===== config.mk =====
export PLATFORM = sky130hd
export DESIGN_NAME = apb_cmd_bridge
export DESIGN_NICKNAME = d
export VERILOG_FILES = /design/src/rtl/apb_cmd_pkg.sv /design/src/rtl/apb_cmd_word.sv /design/src/rtl/apb_cmd_fsm.sv /design/src/rtl/apb_cmd_bridge.sv
export SDC_FILE = /design/constraint.sdc
export NUM_CORES = 1
export LEC_CHECK = 0
export BUFFER_PORTS_ARGS = -buffer_cell sky130_fd_sc_hd__buf_2
export CAP_MARGIN = 20
export CORE_MARGIN = 10
export CORE_UTILIZATION = 43
export DETAILED_ROUTE_END_ITERATION = 8
export PLACE_DENSITY = 0.84
export SLEW_MARGIN = 10
export SYNTH_ARGS = -nofsm -noshare
export SYNTH_HDL_FRONTEND = slang
export SYNTH_SLANG_ARGS = --single-unit

===== constraint.sdc =====
create_clock -name clk -period 2.85 [get_ports clk]
set_input_delay 0 -clock clk [delete_from_list [all_inputs] [get_ports clk]]
set_output_delay 0 -clock clk [all_outputs]
set_load 0.03 [all_outputs]

===== src/rtl/apb_cmd_pkg.sv =====
package apb_cmd_pkg;
  localparam int CMD_W     = 64;
  localparam int DATA_W    = 32;
  localparam int WADDR_W   = 29;
  localparam int TILE_LSB  = 24;
  localparam int TILE_W    = 4;
  localparam int MARK_BIT  = 28;
  localparam int START_BIT = 0;
  localparam int DIR_BIT   = 1;
  localparam int ADDR_LSB  = 2;
  localparam int ERR_BIT   = 31;
  localparam int DATA_LSB  = 32;

  typedef enum logic [1:0] {PH_IDLE, PH_SETUP, PH_ACCESS} phase_t;

  function automatic logic [WADDR_W-1:0] apply_mark(input logic [WADDR_W-1:0] a);
    logic [WADDR_W-1:0] r;
    r = a;
    if (a[TILE_LSB +: TILE_W] != '0) r[MARK_BIT] = 1'b1;
    return r;
  endfunction
endpackage


===== src/rtl/apb_cmd_word.sv =====
module apb_cmd_word
  import apb_cmd_pkg::*;
#(
  parameter bit MARK_EN = 1'b1
) (
  input  logic               clk,
  input  logic               rst_n,
  input  logic               wr_en,
  input  logic [CMD_W-1:0]   wdata,
  input  logic               done,
  input  logic [DATA_W-1:0]  rd_data,
  input  logic               slv_err,
  output logic               launch,
  output logic               dir_rd,
  output logic [WADDR_W-1:0] waddr,
  output logic [DATA_W-1:0]  data,
  output logic [CMD_W-1:0]   word
);
  logic               start_q, dir_q, err_q;
  logic [WADDR_W-1:0] waddr_q, waddr_in;
  logic [DATA_W-1:0]  data_q;
  logic               unused_err_in;

  assign unused_err_in = wdata[ERR_BIT];

  generate
    if (MARK_EN) begin : g_mark
      assign waddr_in = apply_mark(wdata[ADDR_LSB +: WADDR_W]);
    end else begin : g_plain
      assign waddr_in = wdata[ADDR_LSB +: WADDR_W];
    end
  endgenerate

  assign launch = wr_en && wdata[START_BIT] && !start_q;

  always_ff @(posedge clk) begin
    if (!rst_n) begin
      start_q <= 1'b0;
      dir_q   <= 1'b0;
      err_q   <= 1'b0;
      waddr_q <= '0;
      data_q  <= '0;
    end else if (launch) begin
      start_q <= 1'b1;
      dir_q   <= wdata[DIR_BIT];
      err_q   <= 1'b0;
      waddr_q <= waddr_in;
      data_q  <= wdata[DATA_LSB +: DATA_W];
    end else if (done) begin
      start_q <= 1'b0;
      err_q   <= slv_err;
      if (dir_q) data_q <= rd_data;
    end
  end

  assign dir_rd = dir_q;
  assign waddr  = waddr_q;
  assign data   = data_q;
  assign word   = {data_q, err_q, waddr_q, dir_q, start_q};

  AST_BUSY_HOLDS_CMD: assert property (@(posedge clk) disable iff (!rst_n)
    start_q && !done |=> start_q && $stable(waddr_q) && $stable(dir_q) && $stable(data_q));
  AST_IDLE_DATA_STABLE: assert property (@(posedge clk) disable iff (!rst_n)
    !start_q && !launch |=> $stable(data_q) && $stable(err_q));
  AST_LAUNCH_CLEARS_ERR: assert property (@(posedge clk) disable iff (!rst_n)
    launch |=> !err_q);
endmodule


===== src/rtl/apb_cmd_fsm.sv =====
module apb_cmd_fsm
  import apb_cmd_pkg::*;
(
  input  logic clk,
  input  logic rst_n,
  input  logic launch,
  input  logic pready,
  output logic psel,
  output logic penable,
  output logic done
);
  phase_t ph_q, ph_d;

  always_comb begin
    ph_d = ph_q;
    case (ph_q)
      PH_IDLE:   if (launch) ph_d = PH_SETUP;
      PH_SETUP:  ph_d = PH_ACCESS;
      PH_ACCESS: if (pready) ph_d = PH_IDLE;
      default:   ph_d = PH_IDLE;
    endcase
  end

  always_ff @(posedge clk) begin
    if (!rst_n) ph_q <= PH_IDLE;
    else        ph_q <= ph_d;
  end

  assign psel    = (ph_q != PH_IDLE);
  assign penable = (ph_q == PH_ACCESS);
  assign done    = penable && pready;

  AST_ENABLE_NEEDS_SEL: assert property (@(posedge clk) disable iff (!rst_n)
    penable |-> psel);
  AST_SETUP_FIRST: assert property (@(posedge clk) disable iff (!rst_n)
    $rose(penable) |-> $past(psel) && !$past(penable));
  AST_SETUP_ONE_CYCLE: assert property (@(posedge clk) disable iff (!rst_n)
    psel && !penable |=> psel && penable);
  AST_WAIT_READY: assert property (@(posedge clk) disable iff (!rst_n)
    psel && penable && !pready |=> psel && penable);
endmodule


===== src/rtl/apb_cmd_bridge.sv =====
module apb_cmd_bridge
  import apb_cmd_pkg::*;
#(
  parameter int PADDR_W = 32,
  parameter bit MARK_EN = 1'b1
) (
  input  logic               clk,
  input  logic               rst_n,
  input  logic               host_wr_en,
  input  logic [CMD_W-1:0]   host_wdata,
  output logic [CMD_W-1:0]   host_rdata,
  output logic [PADDR_W-1:0] paddr,
  output logic               psel,
  output logic               penable,
  output logic               pwrite,
  output logic [DATA_W-1:0]  pwdata,
  input  logic [DATA_W-1:0]  prdata,
  input  logic               pready,
  input  logic               pslverr
);
  localparam int PAD_W = PADDR_W - WADDR_W - 2;

  logic               launch, done, dir_rd;
  logic [WADDR_W-1:0] waddr;
  logic [DATA_W-1:0]  data;

  apb_cmd_word #(.MARK_EN(MARK_EN)) u_word (
    .clk(clk), .rst_n(rst_n), .wr_en(host_wr_en), .wdata(host_wdata),
    .done(done), .rd_data(prdata), .slv_err(pslverr), .launch(launch),
    .dir_rd(dir_rd), .waddr(waddr), .data(data), .word(host_rdata)
  );

  apb_cmd_fsm u_fsm (
    .clk(clk), .rst_n(rst_n), .launch(launch), .pready(pready),
    .psel(psel), .penable(penable), .done(done)
  );

  assign paddr  = {{PAD_W{1'b0}}, waddr, 2'b00};
  assign pwrite = !dir_rd;
  assign pwdata = data;

  AST_SEL_MEANS_BUSY: assert property (@(posedge clk) disable iff (!rst_n)
    psel |-> host_rdata[START_BIT]);
  AST_DONE_CLEARS_START: assert property (@(posedge clk) disable iff (!rst_n)
    psel && penable && pready |=> !host_rdata[START_BIT]);
  AST_BUS_STABLE: assert property (@(posedge clk) disable iff (!rst_n)
    psel && penable && !pready |=> $stable(paddr) && $stable(pwrite) && $stable(pwdata));

  generate
    if (MARK_EN) begin : g_mark_chk
      AST_TILE_MARK: assert property (@(posedge clk) disable iff (!rst_n)
        psel && (paddr[TILE_LSB+2 +: TILE_W] != '0) |-> paddr[MARK_BIT+2]);
    end
  endgenerate
endmodule


==> metrics <==
status=finished clean; sequential area share after synthesis=43.0%; die height=105 um; area grow syn2layout=56.9%; cell leakage power=2.44 nW; # fillers=approximately 530; CTS Buf Count=9; hold crit path type=primary input to flop; clock transition at the registers of the reported paths=0.07 ns; pwr dens=501 mW/mm^2; Period minus WS final=2.23 ns; Slew Limit Fails=0; Hold Vio Cnt, Final=0; Post-synth ARST share=0%; clk_lat worst skew=roughly 0.33 ns; most frequent cells after synthesis=nand2_1 (122), buf_4 (70), dfxtp_1 (66), o21ai_0 (33), a31oi_1 (32); FMAX=0.448 GHz; leading area contributor after synthesis=dfxtp_1; TNS Setup=0 ns; CP delay by family, top=buffers and inverters; # clock sinks=66; Critical Path Max Stage Delay=0.68 ns; clock root cell=clkbuf_8; Netlist cell types=22; Post-Syn Area=about 0.0031 sq mm; 1st-iter DRT viols=166; hpwl dp=roughly 7.8 mm; Worst Path Required=3.12 ns; drt first pass iters=5; Final period util=78.4%; RSZ-0062 raised after global routing=false; die area=0.0109 sq mm; total number of cells along the worst setup path=5; vias in the first global route=3725; Via density=4.92; grt ovf=0; initial antenna violation count=6; via count=3659; setup bufs post-CTS=0; Crit Path Category=flop to flop; share of cells above drive strength 1=38.5%; WL/cell=approximately 17 um; Initial Util=between 40 and 50%; Setup Viol. Count Final=0; core area=between 0.006 and 0.007 sq mm; Routed Antenna Nets=0; Yosys reg bits=66; crit path DAT=2.50 ns; GRT Total Usage=20.9%; deepest level of the CTS H-tree=3; worst hold path depth=3; Maximum Capacitance Violations=0; EDFF count, synth=0; ranking of synthesized cells by area=dfxtp_1 (43%), buf_4 (17%), nand2_1 (15%); Critical Path, Cell by Cell=nand3b_1 > buf_4 > o21ai_0 > a31oi_1 > dlygate4sd3_1; Slowest-stage cell, CP=buf_4; top cell type's share of synthesized area=43.0%; largest net degree at the start of global routing=96; worst-margin pin slew=1.00 ns; most common cell in the netlist=nand2_1; Die X=approximately 100 um; Worst setup SP type=flop; cells after synthesis=397; IO Count=232; DRC violation count after routing=0; fin nets=roughly 740; CTS tree=yes; IR Drop Worst-Case VDD=297 uV; Critical path buffers and inverters=2; row count=30; port bufs=227; worst-case reg-to-reg path depth=5; Ys Warns=0; Total Power=2.42 mW; Clock Skew=0.00699 ns; GPL Wtd Cong=0.757; R2R Setup Slk=0.62 ns; clk buf depth=2; first-pass GRT wire length=18.8 mm; syn avg cell area=between 7 and 8 sq um; CP max FO=95; Post-synth top flop=dfxtp_1; CP endpoint kind=flop; drt total wl=between 10 and 15 mm; Max-slew headroom=33.2%
==> what timing repair did <==
| item | in CTS | in global routing |
|---|---|---|
| resized for setup | 0 | 0 |
| hold buffers | 90 | 0 |
| hold endpoints to repair | 63 | 0 |
==> worst min-delay path, stage by stage <==
cell	delay (ns)
buf_2	0.07
o21ai_0	0.09
a31oi_1	0.14
==> per-stage QoR <==
step	area (sq um)	util (%)	hold slack, ns	setup WS [ns]	instances
after detailed placement	3700	53.9	0.247	1.18	631
after global placement	3700	53.9	0.242	1.23	631
final	4820	70.2	0.0235	0.617	744
after global routing	4820	70.2	0.0282	0.448	744
after floorplan	3080	-	0.136	1.76	399
after CTS	4790	69.7	0.000434	0.712	737
==> placed cells by master, fill, tap and decap left out, drive strengths merged <==
cell | netlist | final
buf | 83 | 231
nand2 | 122 | 122
dlygate4sd3 | 0 | 90
dfxtp | 66 | 66
o21ai | 33 | 33
a31oi | 32 | 32
a21oi | 31 | 31
clkbuf | 11 | 10
diode | 0 | 6
nor2 | 4 | 4
clkinv | 0 | 4
conb | 1 | 3
inv | 2 | 2
nand3b | 2 | 2
nor3 | 2 | 2
mux2i | 2 | 2
nor2b | 1 | 1
or2 | 1 | 1
nand4b | 1 | 1
and4b | 1 | 1
and3b | 1 | 1
nor4 | 1 | 1
clkinvlp | 0 | 1
bufinv | 0 | 1
==> cell type report <==
type	instances	area (sq um)	area share [%]
well taps	96	120	2.49
clock buffers	10	128	2.65
repair buffers	321	2070	43.0
inverters	2	7.51	0.156
multi-input cells	237	1100	22.7
diodes	6	15.0	0.312
clock inverters	6	57.6	1.19
flip-flops and latches	66	1320	27.4
==> report_power, final <==
group          leakage [nW]  total, mW  switching (mW)  internal, mW
Combinational          1.80      0.641           0.394         0.247
Sequential            0.541       1.02          0.0425         0.977
Clock                0.0958      0.756           0.357         0.398
==> kinds of logic (layout without fill, tap and decap cells) <==
group / count (synthesis) / after routing / share of synthesized area [%]
simple gates: 136 / 136 / 17.7
compound gates: 96 / 96 / 16.9
buf+inv: 96 / 339 / 21.5
flops: 66 / 66 / 43.0
mux: 2 / 2 / 0.652
other cells: 1 / 9 / 0.122
==> worst paths after layout <==
check | to | from
worst max-delay path | u_word.data[5] | u_word.start_q
worst min-delay path | u_word.data[4] | host_wdata[36]
worst max register to register | u_word.data[5] | u_word.start_q
worst min register to register | u_word.waddr[15] | u_word.waddr[15]
==> registers in the layout, summed over array words and instances, names as in the netlist <==
| name | count |
|---|---|
| u_word.data | 32 |
| u_word.waddr | 29 |
| u_fsm.ph_q | 2 |
| u_word.dir_rd | 1 |
| u_word.err_q | 1 |
| u_word.start_q | 1 |
==> layer usage <==
| layer | track usage (%) | routed length [um] | up-vias |
|---|---|---|---|
| met2 | 38.6 | 6750 | 221 |
| met4 | 12.6 | 369 | 0 |
| li1 | - | - | 1726 |
| met1 | 19.3 | 4220 | 1680 |
| met5 | 0 | 0 | - |
| met3 | 7.00 | 1110 | 32 |
Note: power is estimated with default switching activity, not from simulation.
